<file path="config.mk">
export PLATFORM = sky130hd
export DESIGN_NAME = intr_status_bank
export DESIGN_NICKNAME = d
export VERILOG_FILES = /design/src/rtl/irqb_pkg.sv /design/src/rtl/irqb_decode.sv /design/src/rtl/irqb_status.sv /design/src/rtl/irqb_mask.sv /design/src/rtl/intr_status_bank.sv
export SDC_FILE = /design/constraint.sdc
export NUM_CORES = 1
export LEC_CHECK = 0
export BUFFER_PORTS_ARGS = -buffer_cell sky130_fd_sc_hd__buf_2
export CAP_MARGIN = 20
export CORE_MARGIN = 5
export CORE_UTILIZATION = 43
export DETAILED_ROUTE_END_ITERATION = 8
export PLACE_DENSITY = 0.92
export SYNTH_ARGS = -nofsm -noshare
export SYNTH_HDL_FRONTEND = slang
export SYNTH_SLANG_ARGS = --single-unit
</file>
<file path="constraint.sdc">
create_clock -name clk -period 2.1 [get_ports clk]
set_clock_uncertainty 0.1 [all_clocks]
set_input_delay 0.42 -clock clk [delete_from_list [all_inputs] [get_ports clk]]
set_output_delay 0.42 -clock clk [all_outputs]
set_load 0.03 [all_outputs]
</file>
<file path="src/rtl/irqb_pkg.sv">
package irqb_pkg;
  localparam int unsigned SRC_W = 10;
  // Bits that exist as storage; bit 8 is reserved.
  localparam logic [SRC_W-1:0] SRC_IMPL = 10'h2FF;
  // Error group: arbitration lost, rx underflow, tx overflow, rx overflow, no-ack.
  localparam logic [SRC_W-1:0] SRC_ERR  = 10'h2E4;

  typedef enum logic [1:0] {
    SEL_NONE,
    SEL_STAT,
    SEL_EN,
    SEL_DIS
  } reg_sel_e;
endpackage

</file>
<file path="src/rtl/irqb_decode.sv">
module irqb_decode
  import irqb_pkg::*;
#(
  parameter int unsigned ADDR_W = 8,
  parameter logic [ADDR_W-1:0] STAT_OFS = 8'h10,
  parameter logic [ADDR_W-1:0] EN_OFS   = 8'h24,
  parameter logic [ADDR_W-1:0] DIS_OFS  = 8'h28
) (
  input  logic              valid,
  input  logic              write,
  input  logic [ADDR_W-1:0] addr,
  output reg_sel_e          sel,
  output logic              rd_en,
  output logic              stat_we,
  output logic              set_we,
  output logic              clr_we
);
  always_comb begin
    if (!valid)                sel = SEL_NONE;
    else if (addr == STAT_OFS) sel = SEL_STAT;
    else if (addr == EN_OFS)   sel = SEL_EN;
    else if (addr == DIS_OFS)  sel = SEL_DIS;
    else                       sel = SEL_NONE;
  end

  assign rd_en   = valid && !write;
  assign stat_we = write && (sel == SEL_STAT);
  assign set_we  = write && (sel == SEL_EN);
  assign clr_we  = write && (sel == SEL_DIS);
endmodule

</file>
<file path="src/rtl/irqb_status.sv">
module irqb_status
  import irqb_pkg::*;
(
  input  logic             clk,
  input  logic             rst_n,
  input  logic [SRC_W-1:0] evt,
  input  logic             ack_we,
  input  logic [SRC_W-1:0] ack_data,
  output logic [SRC_W-1:0] st_q
);
  for (genvar i = 0; i < SRC_W; i++) begin : g_bit
    if (SRC_IMPL[i]) begin : g_impl
      logic en, nxt;
      // Event has priority over a clearing write.
      assign en  = evt[i] | (ack_we & ack_data[i]);
      assign nxt = evt[i];
      always_ff @(posedge clk or negedge rst_n) begin
        if (!rst_n)  st_q[i] <= 1'b0;
        else if (en) st_q[i] <= nxt;
      end
    end else begin : g_rsvd
      logic unused_in;
      assign unused_in = evt[i] ^ ack_data[i];
      assign st_q[i]   = 1'b0;
    end
  end
endmodule

</file>
<file path="src/rtl/irqb_mask.sv">
module irqb_mask
  import irqb_pkg::*;
(
  input  logic             clk,
  input  logic             rst_n,
  input  logic             set_we,
  input  logic             clr_we,
  input  logic [SRC_W-1:0] data,
  output logic [SRC_W-1:0] msk_q
);
  for (genvar i = 0; i < SRC_W; i++) begin : g_bit
    if (SRC_IMPL[i]) begin : g_impl
      logic set_b, clr_b, en, nxt;
      assign set_b = set_we & data[i];
      assign clr_b = clr_we & data[i];
      assign en    = set_b | clr_b;
      assign nxt   = set_b;
      always_ff @(posedge clk or negedge rst_n) begin
        if (!rst_n)  msk_q[i] <= 1'b0;
        else if (en) msk_q[i] <= nxt;
      end
    end else begin : g_rsvd
      logic unused_in;
      assign unused_in = data[i];
      assign msk_q[i]  = 1'b0;
    end
  end
endmodule

</file>
<file path="src/rtl/intr_status_bank.sv">
module intr_status_bank
  import irqb_pkg::*;
#(
  parameter int unsigned ADDR_W = 8,
  parameter int unsigned DATA_W = 32,
  parameter logic [ADDR_W-1:0] STAT_OFS = 8'h10,
  parameter logic [ADDR_W-1:0] EN_OFS   = 8'h24,
  parameter logic [ADDR_W-1:0] DIS_OFS  = 8'h28
) (
  input  logic              clk,
  input  logic              rst_n,
  input  logic [SRC_W-1:0]  evt_i,
  input  logic              reg_valid,
  input  logic              reg_write,
  input  logic [ADDR_W-1:0] reg_addr,
  input  logic [DATA_W-1:0] reg_wdata,
  output logic [DATA_W-1:0] reg_rdata,
  output logic              irq_o,
  output logic              err_o
);
  localparam int unsigned PAD_W = DATA_W - SRC_W;

  reg_sel_e         sel;
  logic             rd_en, stat_we, set_we, clr_we;
  logic [SRC_W-1:0] wdat, st_q, msk_q, view;
  logic             irq_d, err_d;
  logic             unused_hi;

  assign wdat      = reg_wdata[SRC_W-1:0];
  assign unused_hi = ^reg_wdata[DATA_W-1:SRC_W];

  irqb_decode #(
    .ADDR_W(ADDR_W), .STAT_OFS(STAT_OFS), .EN_OFS(EN_OFS), .DIS_OFS(DIS_OFS)
  ) u_dec (
    .valid(reg_valid), .write(reg_write), .addr(reg_addr),
    .sel(sel), .rd_en(rd_en), .stat_we(stat_we), .set_we(set_we), .clr_we(clr_we)
  );

  irqb_status u_stat (
    .clk(clk), .rst_n(rst_n), .evt(evt_i),
    .ack_we(stat_we), .ack_data(wdat), .st_q(st_q)
  );

  irqb_mask u_msk (
    .clk(clk), .rst_n(rst_n), .set_we(set_we), .clr_we(clr_we),
    .data(wdat), .msk_q(msk_q)
  );

  always_comb begin
    view = '0;
    if (rd_en) begin
      case (sel)
        SEL_STAT:        view = st_q;
        SEL_EN, SEL_DIS: view = msk_q;
        default:         view = '0;
      endcase
    end
  end
  assign reg_rdata = {{PAD_W{1'b0}}, view};

  always_comb begin
    irq_d = |(st_q & msk_q);
    err_d = |(st_q & msk_q & SRC_ERR);
  end

  always_ff @(posedge clk or negedge rst_n) begin
    if (!rst_n) begin
      irq_o <= 1'b0;
      err_o <= 1'b0;
    end else begin
      irq_o <= irq_d;
      err_o <= err_d;
    end
  end
endmodule

</file>
# [Word level (Yosys, flattened, before mapping)]
# Index checks and enable logic that the tools add are counted.
[op_classes] bitwise=46 mux=6 reduce_logical=8 n_eq_ne=6
[ops] cell="$and 1x1->1" count=27
[ops] cell="$pmux 10 s2" count=1
[ops] cell="$or 1x1->1" count=18
[ops] cell="$eq 8x6->1 const B" count=2
[ops] cell="$and 10x10->10" count=1
[ops] cell="$mux 10" count=1
[ops] cell="$reduce_or 10->1" count=1
[ops] cell="$eq 8x5->1 const B" count=1
[ops] cell="$mux 2" count=4
[ops] cell="$reduce_or 5->1" count=1
[ops] cell="$eq 2x2->1 const B" count=2
[ops] cell="$logic_and 1x1->1" count=4
[ops] cell="$eq 2x1->1 const B" count=1
[ops] cell="$reduce_or 2->1" count=1
[ops] cell="$logic_not 1->1" count=1
[word_totals] regBits=20 wordCells=86 out_inout_bits=34 input_bits=54

# [Depth between registers and ports, before layout]
# Gate-level depths: netlist of run 1.
[logic_depth] depth_word=9 ltp_mapped=5 depth_no_buf=3

# [Modules after synthesis]
# A second synthesis of run 1 with hierarchy kept.
[unflattened] cells_unflattened=130 hier_area_um2=1251.2
[by_module_without_submodules] module="intr_status_bank" n_inst=1 area_per_inst_um2=419.2 seq_area_each_um2=50.0 cells_per_inst=54
[by_module_without_submodules] module="irqb_mask" n_inst=1 area_per_inst_um2=365.4 seq_area_each_um2=225.2 cells_per_inst=31
[by_module_without_submodules] module="irqb_status" n_inst=1 area_per_inst_um2=349.1 seq_area_each_um2=225.2 cells_per_inst=30
[by_module_without_submodules] module="irqb_decode" n_inst=1 area_per_inst_um2=117.6 seq_area_each_um2=0.0 cells_per_inst=15

# [Least setup slack after synthesis of run 1]
# No wires, ideal clock.
[synth_timing] path_kind="in2out" start="input port reg_valid" end="output port reg_rdata[0]" path_buffers=2 required_ps=1580 t_arrival_ps=1667 setup_slack_ps=-87 path_stages=5 cell_sequence="clkbuf_8 > nor2b_1 > clkbuf_1 > nand3b_1 > nor2_1"
[synth_via] elab_chain_len=5 elab_cells_between_ends=8 classes_between="eq/ne (3); mux (3); reduce/logical (2)"
[synth_rtl] item="start, declared" line="intr_status_bank.sv:13" rtl="input logic reg_valid,"
[synth_rtl] item="$mux 2" line="irqb_decode.sv:19" rtl="if (!valid) sel = SEL_NONE;"
[synth_rtl] item="$eq 2x2->1" line="intr_status_bank.sv:52" rtl="case (sel)"
[synth_rtl] item="$reduce_or 2->1" line="intr_status_bank.sv:52"
[synth_rtl] item="$pmux 10 s2" line="intr_status_bank.sv:52"
[synth_rtl] item="$mux 10 *" line="intr_status_bank.sv:51" rtl="if (rd_en) begin"
[synth_rtl] item="end, declared" line="intr_status_bank.sv:17" rtl="output logic [DATA_W-1:0] reg_rdata,"
# Mark *: on every way between the ends. The rest lies on a longest branch, timed or not.

# [Worst setup path after layout of run 1]
[layout_timing] start="input port reg_addr[5]" end="output port reg_rdata[7]"
[layout_via] elab_chain_len=9 elab_cells_between_ends=13 classes_between="eq/ne (6); mux (6); reduce/logical (1)"
[layout_rtl] item="start, declared" line="intr_status_bank.sv:15" rtl="input logic [ADDR_W-1:0] reg_addr,"
[layout_rtl] item="$eq 8x6->1" line="irqb_decode.sv:22" rtl="else if (addr == DIS_OFS) sel = SEL_DIS;"
[layout_rtl] item="$mux 2" line="irqb_decode.sv:22"
[layout_rtl] item="$mux 2" line="irqb_decode.sv:21" rtl="else if (addr == EN_OFS) sel = SEL_EN;"
[layout_rtl] item="$mux 2 *" line="irqb_decode.sv:20" rtl="else if (addr == STAT_OFS) sel = SEL_STAT;"
[layout_rtl] item="$mux 2 *" line="irqb_decode.sv:19"
[layout_rtl] item="$eq 2x2->1" line="intr_status_bank.sv:52"
[layout_rtl] item="$reduce_or 2->1" line="intr_status_bank.sv:52"
[layout_rtl] item="$pmux 10 s2 *" line="intr_status_bank.sv:52"
[layout_rtl] item="$mux 10 *" line="intr_status_bank.sv:51"
# Marked as above.

==> run_results.csv, run 1 <==
group,metric,value,unit
cts,clock_path_buffers,2,
worst_setup_path,worstPathMaxFanout,18,
grt,first_global_vias,1161,
yosys,synth_seq_cells,20,
floorplanning,die_h,67.8,um
yosys,ys.flop_type,"dfrtp_1",
yosys,synth_cells,142,
routing,routedWlPerCell,15.4,um
yosys,syn_avg_cell_area,10.1,um2
yosys,ys_warn_count,0,
layout,final_nets,241,
yosys,yosysUniqueCellTypes,28,
routing,dr.pass1.iters,4,
yosys,synth.most_common_cell,"buf_4",
routing,drcViolationCount,0,
routing,vias_per_cell,5.46,
power_and_ir_drop,power.total,870,uW
grt,antenna_found_initial,0,
min_path,min_path_cells,2,
grt,grt_usage,0.157,
grt,grt_start_max_net_pins,21,
yosys,ys_seq_area_frac,0.348,
floorplanning,core_area,3280,um2
sta,hold_viol_final,0,
sta,maxSlewViolCount,0,
power_and_ir_drop,ir_drop,0.173,mV
sta,max_freq,0.505,GHz
yosys,syn_area,1440,um2
worst_setup_path,crit_path_end_kind,"output pin",
cts,cts_num_sinks,20,
layout,syn2layout_area_growth,15.1,%
worst_setup_path,cp_slowest_stage_delay,320,ps
sta,hold_ws,186,ps
yosys,synthArstFlopShare,1.00,
worst_setup_path,path_class,"primary input to output pin",
worst_setup_path,critPathRequiredTime,1580,ps
yosys,synth_top_area_frac,0.348,
cts,clkTransAtPathRegs,120,ps
sta,period_minus_slack,1980,ps
sta,rsz0062_at_grt,"no",
layout,drive_gt1_frac,0.344,
floorplanning,dieWidth,67.8,um
worst_setup_path,crit_chain,"buf_2, nor4b_4, buf_12, a32oi_1, nor2_1, buf_2",
worst_setup_path,reg2reg_depth,3,
worst_setup_path,worstPathArrival,1460,ps
power_and_ir_drop,p_leak,0.000711,uW
yosys,synth_common_cells,"24 x buf_4, 20 x dfrtp_1, 10 x a21o_1",
worst_setup_path,crit_path_start_kind,"primary input",
cts,clock-root-buffer,"clkbuf_4",
yosys,synth_edf_count,0,
layout,nFillCells,320,
cts,cts_tree,"yes",
placement,gp_congestion,0.844,
placement,hpwl,2.63,mm
sta,setup_viol,0,
yosys,yosysTopAreaCell,"dfrtp_1",
floorplanning,start_util,0.437,
min_path,hold_class,"primary input to flop",
routing,drt_first_iter_violations,92,
layout,diodes,0,
cts,cts_buffers,3,
sta,fin_crit_sh,0.943,
cts,htreeDepth,1,
yosys,synth_area_leaders,"dfrtp_1 35%, buf_4 13%, mux2_2 7.1%, a32oi_1 5.5%, nand4b_1 5.5%",
floorplanning,ios,88,
worst_setup_path,crit_path_frequent_cell,"buf_2",
flow_run,cap_violations,0,
outcome,status,"finished clean",
grt,grt_pass1_wl,5.44,mm
worst_setup_path,critPathSlowestCell,"nor4b_4",
routing,vias,1266,
floorplanning,dieArea,4600,um2
cts,clk_latency,300,ps
routing,drt-total-wl,3.57,mm
power_and_ir_drop,powerDensity,526,nW/um2
routing,ant_nets,0,
grt,grt_overflow,0,
placement,numPortBuffers,40,
floorplanning,num_rows,21,
## state kept, by name, summed over array words and instances (netlist names)
| signal | count |
|---|---|
| u_stat.st_q | 9 |
| err_o | 1 |
| u_msk.msk_q | 9 |
| irq_o | 1 |
## critical path: cells and delay by family
kind,cells,cell delay (ps)
simple gates,2,440
buf+inv,3,540
compound gates,1,60
## where the power goes
group | internal, uW | switching [uW]
registers | 403 | 8.21
clock network | 106 | 122
logic | 71.7 | 159
total | 580 | 289
## timing repair
item	in CTS	in global routing
buffers inserted	0	1
setup endpoints to repair	0	8
hold buffers	1	0
endpoints found under the hold margin	20	0
gates resized for setup	0	0
## cell type report
type / count / area [um2] / share of cell area
clock buffers: 4 / 36.3 / 0.0220
multi-input cells: 113 / 776 / 0.469
flip-flops and latches: 20 / 500 / 0.303
well taps: 46 / 57.6 / 0.0348
repair buffers: 49 / 283 / 0.171
## cells in the final DEF (no fill, tap or decap), types with 2 or more instances in the layout
master,instances
a21o_1,10
a22oi_1,3
a32oi_1,9
and2_1,9
buf_2,40
buf_4,7
clkbuf_4,3
conb_1,23
dfrtp_1,20
mux2_2,9
nand3b_1,3
nand4_1,9
nand4b_1,9
nor2_1,9
nor2b_1,2
nor4_1,9
## final timing paths
check	start	endpoint	slack, ps
max	reg_addr[5]	reg_rdata[7]	120
min	evt_i[0]	u_stat.st_q[0]$_DFFE_PN0P_	190
max reg2reg	u_stat.st_q[6]$_DFFE_PN0P_	irq_o$_DFF_PN0_	850
min reg2reg	u_stat.st_q[5]$_DFFE_PN0P_	u_stat.st_q[5]$_DFFE_PN0P_	420
max in group asynchronous	rst_n	u_msk.msk_q[6]$_DFFE_PN0P_	1110
min in group asynchronous	rst_n	u_msk.msk_q[4]$_DFFE_PN0P_	480
## layer usage
metal / vias to the layer above / part of all wire / GRT usage / wire length (um)
met5: - / 0 / 0 / 0
met4: 0 / 0.012 / 0.0422 / 44
met3: 6 / 0.10 / 0.0266 / 361
met2: 63 / 0.52 / 0.277 / 1850
met1: 612 / 0.37 / 0.195 / 1320
li1: 585 / - / - / -
## cells by family after synthesis
kind of cell              synth area share
xor gates and xnor gates            0.0174
AOI/OAI and AO/OA                    0.130
DFF                                  0.348
muxes                               0.0706
other                              0.00261
buffers and inverters                0.169
and+or+nand+nor                      0.262
## through the flow
step	utilization	TNS (ps)	instance area [um2]	cells	worst slack (ps)
final	0.503	0	1650	232	119
after global routing	0.503	0	1650	232	38.6
after CTS	0.501	0	1650	231	29.7
after detailed placement	0.487	0	1600	226	39.1
after global placement	0.487	0	1600	226	51.2
after floorplan	-	-785	1520	164	-87.2
(Power assumes the default switching activity.)
==> run 2: changes to the inputs <==
--- a/config.mk
+++ b/config.mk
@@ -8,9 +8,10 @@
 export BUFFER_PORTS_ARGS = -buffer_cell sky130_fd_sc_hd__buf_2
 export CAP_MARGIN = 20
 export CORE_MARGIN = 5
-export CORE_UTILIZATION = 43
+export CORE_UTILIZATION = 39
 export DETAILED_ROUTE_END_ITERATION = 8
-export PLACE_DENSITY = 0.92
+export GPL_TIMING_DRIVEN = 0
+export PLACE_DENSITY = 0.86
 export SYNTH_ARGS = -nofsm -noshare
 export SYNTH_HDL_FRONTEND = slang
 export SYNTH_SLANG_ARGS = --single-unit
==> run_results.csv, run 2 (same netlist as run 1, synthesis figures left out) <==
group,metric,value,unit
cts,clkTransAtPathRegs,80,ps
routing,drt_first_iter_violations,68,
power_and_ir_drop,p_seq_frac,0.384,
cts,clk_latency,260,ps
placement,dp_cells,250,
power_and_ir_drop,power.internal,759,uW
layout,final_cell_mix,"37 x buf_2, 28 x buf_4, 23 x conb_1",
sta,fin_crit_sh,0.998,
cts,htreeDepth,1,
power_and_ir_drop,powerDensity,564,nW/um2
grt,grt_pass1_wl,5.93,mm
routing,routedWlPerCell,14.6,um
worst_setup_path,worstPathMaxFanout,10,
layout,instances_no_fill,258,
routing,ant_nets,0,
routing,dr.pass1.iters,4,
worst_setup_path,crit_path_end_kind,"output pin",
sta,hold_ws,-8.85,ps
power_and_ir_drop,p_comb_frac,0.251,
power_and_ir_drop,power.switching,312,uW
power_and_ir_drop,ir_drop,0.193,mV
flow_run,cap_violations,0,
cts,cts_tree,"yes",
floorplanning,ios,88,
placement,hpwl,2.70,mm
grt,grt_start_max_net_pins,21,
layout,syn2layout_area_growth,32.1,%
layout,drive_gt1_frac,0.424,
layout,reg_top3,"u_msk.msk_q x9, u_stat.st_q x9",
sta,period_minus_slack,2100,ps
sta,maxSlewViolCount,0,
floorplanning,dieWidth,70.7,um
layout,final_nets,265,
placement,gp_congestion,0.840,
grt,first_global_vias,1251,
sta,max_freq,0.477,GHz
power_and_ir_drop,clockPowerShare,0.365,
floorplanning,start_util,0.398,
layout,nFillCells,357,
routing,drcViolationCount,0,
grt,grt_overflow,0,
cts,clock-root-buffer,"clkbuf_8",
layout,layout_commonest_cell,"buf_2",
sta,setup_viol,0,
layout,diodes,0,
floorplanning,dieArea,5000,um2
worst_setup_path,worstPathArrival,1580,ps
cts,cts_hold_buf,0,
power_and_ir_drop,switching_share,0.291,
worst_setup_path,crit_path_start_kind,"primary input",
worst_setup_path,path_class,"primary input to output pin",
min_path,hold_class,"primary input to async pin",
routing,vias_per_cell,5.10,
grt,antenna_found_initial,0,
worst_setup_path,critPathRequiredTime,1580,ps
routing,vias,1317,
outcome,failed_checks,"negative hold slack",
floorplanning,num_rows,22,
grt,grt_usage,0.146,
cts,cts_num_sinks,20,
power_and_ir_drop,p_leak,0.000862,uW
cts,clock_path_buffers,2,
cts,cts_buffers,3,
floorplanning,die_h,70.7,um
sta,hold_viol_final,20,
placement,numPortBuffers,38,
floorplanning,core_area,3610,um2
routing,drt-total-wl,3.76,mm
sta,fin_tns_setup,0,ps
outcome,status,"complete, but fails checks",
[run 2: cell type report]
cell class              count  area [um2]  area share
multi-input cells         113         790       0.416
flip-flops and latches     20         500       0.264
plain buffers              31         251       0.132
repair buffers             42         225       0.119
well taps                  48        60.1      0.0316
clock buffers               3        41.3      0.0218
clock inverters             1        30.0      0.0158
[run 2: worst max-delay path, stage by stage]
cell,delay [ps]
buf_2,160
nor4b_4,390
buf_6,200
a32oi_1,60
nor2_1,160
buf_4,190
[run 2: power by group through the flow]
stage	Clock (uW)	Sequential, uW	Combinational [uW]
floorplan	0	438	164
global placement	0	418	255
detailed placement	0	419	258
CTS	396	411	265
global route	405	414	286
finish	391	411	269
[run 2: worst paths after layout]
| kind | start | to | slack [ps] | depth (start not counted) |
|---|---|---|---|---|
| max | reg_addr[2] | reg_rdata[7] | 4 | 6 |
| min | rst_n | irq_o$_DFF_PN0_ | -9 | 1 |
| max reg2reg | u_stat.st_q[6]$_DFFE_PN0P_ | irq_o$_DFF_PN0_ | 870 | 3 |
| min reg2reg | u_stat.st_q[3]$_DFFE_PN0P_ | u_stat.st_q[3]$_DFFE_PN0P_ | 410 | 1 |
| max in group asynchronous | rst_n | u_msk.msk_q[9]$_DFFE_PN0P_ | 1590 | 1 |
| min in group clk | evt_i[0] | u_stat.st_q[0]$_DFFE_PN0P_ | 230 | 2 |
[run 2: stage by stage]
stage,hold WS (ps),power (uW),area (um2),setup slack (ps),utilization
after floorplan,24.4,603,1520,-87.2,-
after global placement,284,673,1770,-409,0.491
after detailed placement,293,677,1770,-426,0.491
after CTS,5.00,1070,1890,5.02,0.523
after global routing,29.9,1100,1900,-28.5,0.526
final,-8.85,1070,1900,3.52,0.526
[run 2: per-layer routing]
layer | vias to the layer above | track usage | part of all wire
li1 | 633 | - | -
met1 | 621 | 0.175 | 0.41
met2 | 56 | 0.258 | 0.50
met3 | 7 | 0.0270 | 0.076
met4 | 0 | 0.0501 | 0.020
met5 | - | 0 | 0
[run 2: timing repair]
action	in CTS	in global routing
endpoints found under the setup margin	9	9
pin swaps	3	0
buffers inserted	4	0
gates resized for setup	4	6
